## config.mk

```make
export PLATFORM = sky130hd
export DESIGN_NAME = pmic_bridge
export DESIGN_NICKNAME = d
export VERILOG_FILES = /design/src/rtl/pmic_bridge.sv
export SDC_FILE = /design/constraint.sdc
export NUM_CORES = 1
export LEC_CHECK = 0
export BUFFER_PORTS_ARGS = -buffer_cell sky130_fd_sc_hd__buf_4
export CAP_MARGIN = 20
export CORE_UTILIZATION = 50
export DETAILED_ROUTE_END_ITERATION = 6
export PLACE_DENSITY = 0.69
export SLEW_MARGIN = 20
export SYNTH_ARGS = -nofsm -noshare
export SYNTH_HDL_FRONTEND = slang
export SYNTH_SLANG_ARGS = --single-unit
```

## constraint.sdc

```tcl
create_clock -name clk -period 3.2 [get_ports clk]
set_clock_uncertainty 0.05 [all_clocks]
set_input_delay 0.64 -clock clk [delete_from_list [all_inputs] [get_ports clk]]
set_output_delay 0.64 -clock clk [all_outputs]
set_load 0.02 [all_outputs]
```

## src/rtl/pmic_bridge.sv

```systemverilog
module pmic_bridge #(
  parameter int HOST_AW    = 16,
  parameter int WIN_BASE   = 'h8000,
  parameter int WIN_SIZE   = 4096,
  parameter int FIFO_DEPTH = 4,
  parameter bit NEW_MODE   = 1'b0,
  parameter int SLV_AW     = 17,
  parameter int DATA_W     = 16
) (
  input  logic               clk,
  input  logic               rst_n,
  input  logic               hst_we,
  input  logic [HOST_AW-1:0] hst_addr,
  input  logic [31:0]        hst_wdata,
  output logic [31:0]        hst_rdata,
  output logic               be_req,
  output logic               be_wr,
  output logic [SLV_AW-1:0]  be_addr,
  output logic [DATA_W-1:0]  be_wdata,
  input  logic               be_ack,
  input  logic [DATA_W-1:0]  be_rdata
);
  localparam int PTR_W  = (FIFO_DEPTH > 1) ? $clog2(FIFO_DEPTH) : 1;
  localparam int CNT_W  = $clog2(FIFO_DEPTH + 1);
  localparam int ECHO_W = 15;
  localparam int ENT_W  = SLV_AW + DATA_W;
  localparam logic [HOST_AW-1:0] A_RCMD = HOST_AW'('h28);
  localparam logic [HOST_AW-1:0] A_RDAT = HOST_AW'('h2C);
  localparam logic [HOST_AW-1:0] A_STAT = HOST_AW'('h30);
  localparam logic [CNT_W-1:0]   CNT_FULL = CNT_W'(FIFO_DEPTH);

  logic [ENT_W-1:0]  mem [FIFO_DEPTH];
  logic [PTR_W-1:0]  wp, rp;
  logic [CNT_W-1:0]  fcnt;
  logic              ovf_flag;
  logic              rd_busy;
  logic [SLV_AW-1:0] rd_cmd;
  logic [DATA_W-1:0] rd_data;
  logic [ECHO_W-1:0] rd_echo;

  logic [31:0]       haddr32;
  logic              win_hit, full, empty, push, pop, rd_accept;
  logic [SLV_AW-1:0] woff;
  logic [ECHO_W-1:0] echo_nx;

  assign haddr32   = 32'(hst_addr);
  assign win_hit   = hst_we && (haddr32 >= 32'(WIN_BASE)) && (haddr32 < 32'(WIN_BASE + WIN_SIZE));
  assign woff      = SLV_AW'(haddr32 - 32'(WIN_BASE));
  assign full      = (fcnt == CNT_FULL);
  assign empty     = (fcnt == '0);
  assign push      = win_hit && !full;
  assign pop       = be_req && be_ack && be_wr;
  assign rd_accept = hst_we && (hst_addr == A_RCMD) && !rd_busy && (hst_wdata < 32'(WIN_SIZE));
  assign echo_nx   = NEW_MODE ? rd_cmd[ECHO_W+1:2] : rd_cmd[ECHO_W-1:0];

  function automatic logic [PTR_W-1:0] nxt(input logic [PTR_W-1:0] p);
    return (p == PTR_W'(FIFO_DEPTH - 1)) ? '0 : p + 1'b1;
  endfunction

  always_ff @(posedge clk)
    if (push) mem[wp] <= {woff, hst_wdata[DATA_W-1:0]};

  always_ff @(posedge clk) begin
    if (!rst_n) begin
      wp       <= '0;
      rp       <= '0;
      fcnt     <= '0;
      ovf_flag <= 1'b0;
    end else begin
      if (push) wp <= nxt(wp);
      if (pop)  rp <= nxt(rp);
      if (push && !pop)      fcnt <= fcnt + 1'b1;
      else if (pop && !push) fcnt <= fcnt - 1'b1;
      if (win_hit && full) ovf_flag <= 1'b1;
    end
  end

  always_ff @(posedge clk) begin
    if (!rst_n) begin
      be_req   <= 1'b0;
      be_wr    <= 1'b0;
      be_addr  <= '0;
      be_wdata <= '0;
      rd_busy  <= 1'b0;
      rd_cmd   <= '0;
      rd_data  <= '0;
      rd_echo  <= '0;
    end else begin
      if (be_req) begin
        if (be_ack) begin
          be_req <= 1'b0;
          if (!be_wr) begin
            rd_busy <= 1'b0;
            rd_data <= be_rdata;
            rd_echo <= echo_nx;
          end
        end
      end else if (!empty) begin
        be_req              <= 1'b1;
        be_wr               <= 1'b1;
        {be_addr, be_wdata} <= mem[rp];
      end else if (rd_busy) begin
        be_req  <= 1'b1;
        be_wr   <= 1'b0;
        be_addr <= rd_cmd;
      end
      if (rd_accept) begin
        rd_busy <= 1'b1;
        rd_cmd  <= hst_wdata[SLV_AW-1:0];
      end
    end
  end

  always_comb begin
    hst_rdata = '0;
    case (hst_addr)
      A_RCMD:  hst_rdata = 32'(rd_cmd);
      A_RDAT:  hst_rdata = {rd_busy, rd_echo, rd_data};
      A_STAT:  hst_rdata = (32'(ovf_flag) << 12) | (32'(full) << 11) | (32'(empty) << 10);
      default: hst_rdata = '0;
    endcase
  end
endmodule

```

== After elaboration in Yosys (flattened, before gate mapping) ==
Memories as Yosys holds them, arrays and structs flattened. A register that Yosys moved wholly into a read port is not among the register bits.
Cells that the tools add are included.

* $add $sub $neg: 5
* Magnitude comparators: 3
* Equality and inequality tests: 8
* Multiplexer cells: 21
* Bitwise operators: 5
* Reductions and logical operators: 23

{| class="wikitable"
|+ Operators by type and width
! cell !! number
|-
| case mux 32 bit (3 select lines) || 1
|-
| == test 16 x 6 -> 1 bit (second input constant) || 3
|-
| two-way mux 17 bit || 2
|-
| < comparator 32 x 13 -> 1 bit (second input constant) || 1
|-
| subtractor 16 x 16 -> 17 bit (second input constant) || 1
|-
| greater-or-equal comparator 16 bit (second input constant) || 1
|-
| < comparator 16 bit (second input constant) || 1
|-
| bitwise OR 13 x 11 -> 13 bit || 1
|-
| bitwise OR 13 x 12 -> 13 bit || 1
|-
| two-way mux 1 bit || 12
|-
| logical AND 1 bit || 11
|-
| two-way mux 2 bit || 4
|-
| two-way mux 3 bit || 2
|-
| AND reduction 3 bit || 2
|-
| nonzero test 2 bit || 3
|-
| adder 2 x 1 -> 2 bit (second input constant) || 2
|-
| == test 2 bit (second input constant) || 2
|-
| logical NOT 1 bit || 4
|-
| AND reduction 2 bit || 2
|-
| adder 3 x 1 -> 3 bit (second input constant) || 1
|-
| == test 3 bit (second input constant) || 1
|-
| logical NOT 3 bit || 1
|-
| NOT 1 bit || 3
|-
| subtractor 3 x 1 -> 3 bit (second input constant) || 1
|-
| other kinds (2) || 2
|}

* Flip-flop bits (word level): 92
* RAM bits: 132
* Input port bits: 68
* Word-level logic and storage cells: 78
* Memories: 1

{| class="wikitable"
|+ Memory list
! name !! depth !! width !! read ports !! clocked after Yosys merged registers in !! wr ports !! line !! source
|-
| mem || 4 || 33 || 1 || 1 || 1 || 32 || <nowiki>logic [ENT_W-1:0] mem [FIFO_DEPTH];</nowiki>
|}

== Logic depth before layout (Yosys ltp) ==
Gate-level depths: netlist of the first run.

* Depth after elaboration: 8
* Gate-level depth with buffers: 9
* Depth with buffers taken out: 8

== Least setup slack after synthesis of the first run ==
No wires, ideal clock.

* Kind: input port to flip-flop
* Start: input hst_addr[13]
* End: register fcnt[2]
* Data arrival time: 2.496 ns
* Path slack: 0.578 ns
* Stages: 9
* Buffers on the path: 1
* Cells stage by stage: nor3_2 > and4_1 > clkbuf_1 > ha_1 > inv_1 > fa_1 > xor2_1 > or3_1 > a21boi_0

* Word-level cells in the longest chain between the ends: 7
* Elaborated cells on any way between the ends: 10
* Classes of those cells: 2 x order compare; 1 x mux; 7 x reduce/logical

{| class="wikitable"
|+ Ends and longest elaborated chain
! what !! line !! source
|-
| from (decl) || 13 || <nowiki>input logic [HOST_AW-1:0] hst_addr,</nowiki>
|-
| greater-or-equal comparator 16 bit || 47 || <nowiki>assign win_hit = hst_we && (haddr32 >= 32'(WIN_BASE)) && (haddr32 < 32'(WIN_BASE + WIN_SIZE));</nowiki>
|-
| logical AND 1 bit || 47 ||
|-
| logical AND 1 bit * || 47 ||
|-
| logical AND 1 bit * || 51 || <nowiki>assign push = win_hit && !full;</nowiki>
|-
| named net push || 42 || <nowiki>logic win_hit, full, empty, push, pop, rd_accept;</nowiki>
|-
| logical NOT 1 bit || 73 || <nowiki>else if (pop && !push) fcnt <= fcnt - 1'b1;</nowiki>
|-
| logical AND 1 bit || 73 ||
|-
| nonzero test 2 bit (no source line) || -- ||
|-
| to (signal assigned) || 72 || <nowiki>if (push && !pop) fcnt <= fcnt + 1'b1;</nowiki>
|-
| to (signal assigned) || 73 ||
|-
| to (decl) || 34 || <nowiki>logic [CNT_W-1:0] fcnt;</nowiki>
|}

The timed path passes the listed nets; every way through them passes the cells marked *.
A chain may end at the register's enable or synchronous reset.

== Worst setup path in the final report of the first run ==
* Start: input hst_addr[8]
* End: output hst_rdata[11]

* Word-level cells in the longest chain between the ends: 2
* Elaborated cells on any way between the ends: 4
* Classes of those cells: 3 x eq/ne; 1 x mux

{| class="wikitable"
|+ Ends and longest elaborated chain
! what !! line !! source
|-
| == test 16 x 6 -> 1 bit || 116 || <nowiki>case (hst_addr)</nowiki>
|-
| case mux 32 bit (3 select lines) * || 116 ||
|-
| to (decl) || 15 || <nowiki>output logic [31:0] hst_rdata,</nowiki>
|}

Mark *: on every way between the ends. The rest lies on a longest branch, timed or not.

==> impl_metrics.json, run 1 <==
{
  "htreeDepth": 1,
  "crit_start": "hst_addr[8]",
  "track_usage": 0.231,
  "dominantRegCellSynth": "edfxtp_1",
  "postCtsSetupRepairBufs": 0,
  "initial_core_util": 0.509,
  "grt-ovfl-total": 0,
  "stdcell_area_um2": 10700,
  "layout_min_cycle_time_ns": 2.96,
  "fmax_mhz": 338,
  "synth-async-reset-ratio": 0,
  "numCtsBuffers": 22,
  "grt_max_degree": 105,
  "timing.rr.start": "fcnt[0]",
  "drt_pass1_iterations": 5,
  "diodes": 0,
  "outcome": "finished, final reports clean",
  "max-clock-path-buffers": 3,
  "synth-seq-area-share": 0.653,
  "ys_types": 45,
  "pwr-share-comb": 0.057,
  "syn_nets": 731,
  "die_area_um2": 18100,
  "grt_pass1_wl_mm": 31.3,
  "pwr-share-clk": 0.406,
  "power.density_nw_per_um2": 538,
  "grt_pass1_vias": 5606,
  "num_rows": 48,
  "coreArea_um2": 17200,
  "min_period_over_period": 0.926,
  "ys_ff_latch": 222,
  "cts.sinks": 222,
  "fin_ws_ns": 0.237,
  "worst_pin_slew_ns": 0.946,
  "setup_viol": 0,
  "report.final.slew_viol_count": 0,
  "vias_per_cell": 5.48,
  "switchingPower_mw": 1.23,
  "clk_root_buffer_cell": "clkbuf_16",
  "drive_gt1_frac": 0.284,
  "die_x_um": 134,
  "p_int_mw": 4.51,
  "hold_ws_ns": 0.301,
  "cp.arrival_ns": 2.27,
  "placed_area_um2": 10000,
  "leakagePower_nw": 3.76,
  "dp_hpwl_mm": 13.6,
  "netlist_area_um2": 8770,
  "tns_ns": 0,
  "critPathMaxFanout": 32,
  "yosysTopAreaCellShare": 0.438,
  "syn_avg_cell_area_um2": 13.4,
  "drv_cap": 0,
  "clk_pin_slew_ns": 0.06,
  "postCtsHoldBufs": 0,
  "yosys.area.top_type": "edfxtp_1",
  "hold_class": "input port to flop",
  "cp-start-kind": "input port",
  "drtIter0Drc": 356,
  "crit_path_end": "hst_rdata[11]",
  "synth_area_leaders": "edfxtp_1, dfxtp_1, mux4_2",
  "reg2reg_to": "fcnt[2]",
  "slew_headroom": 0.369,
  "synth_edf_count": 128,
  "swShare": 0.214,
  "r2r_setup_slack_ns": 0.86,
  "cts_resized": 0,
  "synthToLayoutAreaGrowth_pct": 21.6,
  "hold_violations": 0,
  "dieHeight_um": 134,
  "nFillCells": 1339,
  "wl_per_cell_um": 20.1,
  "seq_power_share": 0.538,
  "yosys_warnings": 0,
  "worstSetupEndpointType": "primary output",
  "synthCells": 656,
  "nets": 865,
  "vias": 5644,
  "finish.utilization": 0.618,
  "drtAntennaViolNets": 0,
  "io_pins": 135,
  "numPortBuffers": 134,
  "route.detailed.drc": 0,
  "r2r_cells": 8,
  "cts_tree": "built",
  "criticalPathCategory": "input port to primary output",
  "gp_congestion": 0.867,
  "clock_latency_ns": 0.50,
  "drt-total-wl_mm": 20.7,
  "irDropWorstVdd_mv": 0.415,
  "worst_ep_required_time_ns": 2.51,
  "antenna_found_initial": 0,
  "post-place-ws_ns": 0.245,
  "rsz0062_at_grt": "false"
}
==> cells in the mapped netlist (all sizes together), types with 2 or more instances <==
master / instances
nor2: 12
nor4: 7
nor4b: 2
o221a: 6
ha: 6
inv: 12
and4: 2
buf: 18
a21boi: 49
nand4: 2
a22o: 14
a31oi: 17
or3: 2
a21oi: 2
dfxtp: 94
mux2i: 16
o21a: 3
a221o: 3
nand2b: 3
edfxtp: 128
nor2b: 6
mux4: 32
nand3: 2
and2: 20
nor3b: 4
clkbuf: 26
o21ai: 13
nand2: 141
nor3: 7
==> layout make-up <==
cell class,instances,area (µm²),area share
Sequential cell,222,5730,0.537
Multi-Input combinational cell,378,2800,0.263
Timing Repair Buffer,154,1170,0.110
Clock buffer,30,602,0.0565
Tap cell,225,282,0.0264
Inverter,12,45.0,0.00423
Clock inverter,8,32.5,0.00305
==> logic make-up (layout without fill, tap and decap cells) <==
family / count (synthesis) / in the layout / share of synthesized area
AOI/OAI and AO/OA: 107 / 107 / 0.0903
xor gates and xnor gates: 2 / 2 / 0.00200
muxes: 48 / 48 / 0.100
DFF: 222 / 222 / 0.653
buffers and inverters: 56 / 204 / 0.0297
adders and majority gates: 7 / 7 / 0.0108
and+or+nand+nor: 214 / 214 / 0.114
==> per-layer routing <==
layer  wire, µm  part of all wire  GRT usage
met4        635             0.031     0.0805
met2      10500              0.51      0.398
met3       1020             0.049     0.0340
met5          0                 0          0
met1       8530              0.41      0.298
==> per-stage QoR <==
step / cells / total power [mW]
floorplan: 656 / 3.29
global placement: 991 / 3.46
finish: 1029 / 5.74
detailed placement: 991 / 3.47
CTS: 1029 / 5.76
global route: 1029 / 5.89
==> cell usage in the layout (no fill, tap or decap), drive strengths merged, types with 3 or more instances in the layout <==
cell,Yosys,layout
mux4,32,32
nor3b,4,4
a21boi,49,49
a22o,14,14
ha,6,6
buf,18,154
nor2b,6,6
clkinv,0,8
mux2i,16,16
nor2,12,12
nor3,7,7
o21a,3,3
edfxtp,128,128
o21ai,13,13
clkbuf,26,30
o221a,6,6
a221o,3,3
nand2b,3,3
a31oi,17,17
and2,20,20
dfxtp,94,94
nor4,7,7
inv,12,12
nand2,141,141
==> sequential cells by signal, summed over array words and instances (netlist names), 2 cells and up, named ones only <==
register	cells
rp	2
be_addr	17
fcnt	3
rd_data	16
wp	2
rd_cmd	17
be_wdata	16
mem	128
rd_echo	15
==> power groups by stage <==
stage / Combinational (mW) / Sequential [mW] / Clock (mW)
after global routing: 0.349 / 3.09 / 2.46
after CTS: 0.326 / 3.08 / 2.35
final: 0.325 / 3.08 / 2.33
after global placement: 0.315 / 3.14 / 0
after floorplan: 0.118 / 3.17 / 0
after detailed placement: 0.325 / 3.15 / 0
==> worst min path at each step <==
stage          depth (start not counted)  slack [ns]           to   startpoint
2_1_floorplan                          2        0.38   rd_cmd[15]   rd_cmd[15]
3_3_place_gp                           2        0.40  be_wdata[1]  be_wdata[1]
3_5_place_dp                           1        0.41     ovf_flag     ovf_flag
4_1_cts                                1        0.29   mem[0][21]  hst_addr[5]
5_1_grt                                1        0.29   mem[1][21]  hst_addr[5]
6_report                               1        0.30   mem[3][21]  hst_addr[5]
==> critical path, cell delays in order <==
cell     delay, ns
buf_4         0.13
nor4b_2       0.41
nor4b_1       0.28
and4_1        0.30
buf_12        0.19
a221o_1       0.17
buf_4         0.14
Note: power is estimated with default switching activity, not from simulation.
==> inputs of run 2 (changes only) <==
--- a/config.mk
+++ b/config.mk
@@ -7,9 +7,11 @@
 export LEC_CHECK = 0
 export BUFFER_PORTS_ARGS = -buffer_cell sky130_fd_sc_hd__buf_4
 export CAP_MARGIN = 20
+export CORE_MARGIN = 2
 export CORE_UTILIZATION = 50
 export DETAILED_ROUTE_END_ITERATION = 6
 export PLACE_DENSITY = 0.69
+export RECOVER_POWER = 25
 export SLEW_MARGIN = 20
 export SYNTH_ARGS = -nofsm -noshare
 export SYNTH_HDL_FRONTEND = slang
==> run 2 against run 1 <==
Against the previous run:
- die area rose by 3.0%
- clock-buffer cell count rose by 1
- largest cell class unchanged
- register-to-register slack got worse by 0.27 ns
- sequential share of layout area rose by 0.069 points
- sequential cell count did not move
==> impl_metrics.json, run 2 (synthesized netlist as in run 1, its figures left out) <==
{
  "outcome": "finished, final reports clean",
  "cts_tree": "built",
  "dp_hpwl_mm": 13.9,
  "worstSetupEndpointType": "primary output",
  "max-clock-path-buffers": 3,
  "rsz0062_at_grt": "false",
  "reg.largest.list": "mem: 128 flops, be_addr: 17 flops, rd_cmd: 17 flops",
  "final_cell_mix": "nand2_1, edfxtp_1, buf_4",
  "slew_headroom": 0.395,
  "clk_root_buffer_cell": "clkbuf_16",
  "drt-total-wl_mm": 20.7,
  "grt_pass1_vias": 5546,
  "leakagePower_nw": 3.70,
  "cp.arrival_ns": 2.29,
  "clk_pin_slew_ns": 0.06,
  "die_x_um": 136,
  "holdPathEnd": "mem[3][19]",
  "holdCritStartpoint": "hst_addr[3]",
  "grt-ovfl-total": 0,
  "hold_class": "input port to flop",
  "fmax_mhz": 335,
  "worst_pin_slew_ns": 0.907,
  "layout_min_cycle_time_ns": 2.98,
  "setup_viol": 0,
  "seq_power_share": 0.521,
  "drtAntennaViolNets": 0,
  "htreeDepth": 1,
  "postCtsHoldBufs": 0,
  "vias_per_cell": 5.48,
  "cts_resized": 0,
  "num_rows": 48,
  "reg2reg_to": "fcnt[2]",
  "worst_ep_required_time_ns": 2.51,
  "placed_area_um2": 10000,
  "vias": 5663,
  "diodes": 0,
  "initial_core_util": 0.509,
  "nets": 867,
  "antenna_found_initial": 0,
  "route.detailed.drc": 0,
  "power.density_nw_per_um2": 556,
  "drtIter0Drc": 373,
  "layout_commonest_cell": "nand2_1",
  "numPortBuffers": 134,
  "largest-register": "mem",
  "slowest_delay_ns": 0.42,
  "track_usage": 0.224,
  "cts.sinks": 222,
  "synthToLayoutAreaGrowth_pct": 21.4,
  "pwr-share-comb": 0.052,
  "coreArea_um2": 17200,
  "gp_congestion": 0.860,
  "path_cells": "clkbuf_1 -> nor4b_2 -> nor4b_1 -> and4_1 -> buf_12 -> a22o_1 -> buf_4",
  "critPathMaxFanout": 32,
  "grt_pass1_wl_mm": 31.2,
  "swShare": 0.207,
  "criticalPathCategory": "input port to primary output",
  "postCtsSetupRepairBufs": 0,
  "stdcell_area_um2": 10600,
  "switchingPower_mw": 1.23,
  "report.final.slew_viol_count": 0,
  "grt_max_degree": 105,
  "pwr-share-clk": 0.427,
  "dieHeight_um": 136,
  "clock_latency_ns": 0.49,
  "drt_pass1_iterations": 4,
  "timing.rr.start": "fcnt[0]",
  "hold_violations": 0,
  "largest_reg_flops": 128,
  "drive_gt1_frac": 0.254,
  "wl_per_cell_um": 20.1,
  "io_pins": 135,
  "cp-start-kind": "input port",
  "finish.utilization": 0.618,
  "die_area_um2": 18600,
  "irDropWorstVdd_mv": 0.457,
  "drv_cap": 0,
  "p_int_mw": 4.69,
  "min_period_over_period": 0.932,
  "tns_ns": 0,
  "numCtsBuffers": 23,
  "cp_slowest_cell": "nor4b_2",
  "r2r_setup_slack_ns": 0.59,
  "hold_depth": 1,
  "r2r_cells": 8
}
==> run 2: layout make-up <==
cell class | instances | area (µm²)
Fill cell | 1365 | 6590
Sequential cell | 222 | 5730
Multi-Input combinational cell | 378 | 2810
Timing Repair Buffer | 155 | 1070
Clock buffer | 31 | 616
Tap cell | 225 | 282
Clock inverter | 10 | 98.8
Inverter | 12 | 45.0
==> run 2: worst max path at each step <==
stage | from | to | slack [ns] | cells past startpoint
final | hst_addr[8] | hst_rdata[9] | 0.22 | 7
after global routing | hst_addr[8] | hst_rdata[15] | 0.04 | 7
after CTS | hst_addr[8] | hst_rdata[9] | 0.25 | 7
after detailed placement | hst_addr[13] | fcnt[2] | 0.22 | 9
after global placement | hst_addr[8] | hst_rdata[12] | 0.26 | 7
after floorplan | hst_addr[13] | fcnt[2] | 0.58 | 9
==> run 2: power groups by stage <==
stage	Sequential (mW)	Combinational [mW]	Clock [mW]
6_report	3.08	0.309	2.53
5_1_grt	3.09	0.335	2.69
4_1_cts	3.08	0.327	2.58
3_5_place_dp	3.14	0.326	0
3_3_place_gp	3.14	0.316	0
2_1_floorplan	3.17	0.118	0
==> run 2: worst max-delay path, delay by kind of cell <==
kind / cells / cell delay [ns]
simple gates: 3 / 0.99
compound gates: 1 / 0.17
buf+inv: 3 / 0.46
==> run 2: routing by layer <==
| metal | global-route usage | vias to the layer above | share of wire |
|---|---|---|---|
| li1 | - | 2669 | - |
| met1 | 0.288 | 2779 | 0.41 |
| met2 | 0.387 | 170 | 0.51 |
| met3 | 0.0362 | 45 | 0.050 |
| met4 | 0.0799 | 0 | 0.032 |
| met5 | 0 | - | 0 |
==> run 2: through the flow <==
stage	power [mW]	std cells	hold slack, ns	setup WS, ns
floorplan	3.29	656	0.384	0.578
global placement	3.46	992	0.404	0.263
detailed placement	3.47	992	0.405	0.221
CTS	5.99	1033	0.297	0.254
global route	6.11	1033	0.332	0.0413
finish	5.92	1033	0.335	0.219
==> inputs of run 3 (changes only) <==
--- a/config.mk
+++ b/config.mk
@@ -7,6 +7,7 @@
 export LEC_CHECK = 0
 export BUFFER_PORTS_ARGS = -buffer_cell sky130_fd_sc_hd__buf_4
 export CAP_MARGIN = 20
+export CORE_ASPECT_RATIO = 1.4
 export CORE_MARGIN = 2
 export CORE_UTILIZATION = 50
 export DETAILED_ROUTE_END_ITERATION = 6
==> run 3 against run 2 <==
Against the previous run:
- worst setup slack got worse by 0.052 ns
- via count grew 0.39%
- register-to-register slack better by 0.12 ns
- critical endpoint is now hst_rdata[12]
- largest cell class unchanged
==> impl_metrics.json, run 3 (synthesized netlist as in run 1, its figures left out) <==
{
  "io_pins": 135,
  "cts_tree": "built",
  "cp-start-kind": "input port",
  "irDropWorstVdd_mv": 0.358,
  "report.final.slew_viol_count": 0,
  "post-place-ws_ns": 0.161,
  "cts_resized": 0,
  "hold_violations": 0,
  "numPortBuffers": 134,
  "r2r_setup_slack_ns": 0.71,
  "grt-ovfl-total": 0,
  "drv_cap": 0,
  "leakagePower_nw": 3.66,
  "clk_root_buffer_cell": "clkbuf_16",
  "die_area_um2": 18600,
  "gp_congestion": 0.792,
  "clock_latency_ns": 0.49,
  "power.density_nw_per_um2": 539,
  "grt_pass1_vias": 5861,
  "tns_ns": 0,
  "drive_gt1_frac": 0.251,
  "slew_headroom": 0.398,
  "rsz0062_at_grt": "false",
  "postCtsHoldBufs": 0,
  "cp.arrival_ns": 2.34,
  "dieHeight_um": 161,
  "synthToLayoutAreaGrowth_pct": 20.4,
  "setup_viol": 0,
  "hold_ws_ns": 0.317,
  "reg.largest.list": "mem: 128 flops, be_addr: 17 flops, rd_cmd: 17 flops",
  "drt-total-wl_mm": 20.5,
  "hold_class": "input port to flop",
  "clk_pin_slew_ns": 0.06,
  "antenna_found_initial": 0,
  "largest-register": "mem",
  "worstSetupEndpointType": "primary output",
  "vias_per_cell": 5.48,
  "reg2reg_to": "fcnt[2]",
  "die_x_um": 116,
  "drtIter0Drc": 412,
  "crit_path_end": "hst_rdata[12]",
  "coreArea_um2": 17300,
  "stdcell_count": 1037,
  "grt_pass1_wl_mm": 31.4,
  "criticalPathCategory": "input port to primary output",
  "worst_pin_slew_ns": 0.904,
  "timing.rr.start": "fcnt[0]",
  "finish.utilization": 0.612,
  "cts.sinks": 222,
  "crit_start": "hst_addr[10]",
  "outcome": "finished, final reports clean",
  "layout_min_cycle_time_ns": 3.03,
  "wl_per_cell_um": 19.8,
  "layout_commonest_cell": "nand2_1",
  "total_power_mw": 5.69,
  "worst_ep_required_time_ns": 2.51,
  "grt_max_degree": 105,
  "final_cell_mix": "nand2_1, edfxtp_1, buf_4",
  "largest_reg_flops": 128,
  "num_rows": 57,
  "placed_area_um2": 10000,
  "diodes": 0,
  "stdcell_area_um2": 10600,
  "fin_ws_ns": 0.167,
  "postCtsSetupRepairBufs": 0,
  "critPathMaxFanout": 32,
  "fmax_mhz": 330,
  "holdCritStartpoint": "hst_addr[8]",
  "route.detailed.drc": 0,
  "htreeDepth": 1,
  "drt_pass1_iterations": 4,
  "vias": 5685,
  "numCtsBuffers": 21,
  "min_period_over_period": 0.948,
  "dp_cells": 1000,
  "initial_core_util": 0.508,
  "dp_hpwl_mm": 14.0,
  "nets": 862,
  "r2r_cells": 8,
  "drtAntennaViolNets": 0,
  "max-clock-path-buffers": 3,
  "track_usage": 0.222,
  "nFillCells": 1391
}
run 3: area by class of cell:
type                       count  area, µm²  area share
sequential                   222       5730       0.543
multi-input combinational    378       2800       0.265
clock inverter                 9       62.6     0.00593
clock buffer                  28        562      0.0532
inverter                      12       45.0     0.00427
tap                          236        295      0.0280
timing repair buffer         152       1060       0.101
run 3: worst min path at each step:
| stage | to | slack [ns] | cells after the start |
|---|---|---|---|
| 3_5_place_dp | ovf_flag | 0.41 | 1 |
| 5_1_grt | mem[3][24] | 0.30 | 1 |
| 3_3_place_gp | ovf_flag | 0.40 | 1 |
| 4_1_cts | mem[3][6] | 0.29 | 1 |
| 6_report | mem[3][24] | 0.32 | 1 |
| 2_1_floorplan | rd_cmd[15] | 0.38 | 2 |
run 3: critical path, stage by stage:
cell	delay (ns)
clkbuf_1	0.16
nor4b_2	0.44
nor4b_1	0.27
and4_1	0.31
buf_12	0.19
a221o_1	0.19
buf_4	0.14
run 3: metal layers:
metal | vias up | part of all wire | wire length, µm | track usage
li1 | 2653 | - | - | -
met1 | 2832 | 0.40 | 8150 | 0.278
met2 | 160 | 0.53 | 10800 | 0.390
met3 | 40 | 0.047 | 966 | 0.0298
met4 | 0 | 0.030 | 609 | 0.0839
met5 | - | 0 | 0 | 0
run 3: report_power, final:
| group | total, mW | switching, mW | internal [mW] |
|---|---|---|---|
| Clock | 2.29 | 0.987 | 1.31 |
| Sequential | 3.08 | 0.0301 | 3.05 |
| Combinational | 0.310 | 0.179 | 0.131 |
| Total | 5.69 | 1.20 | 4.49 |
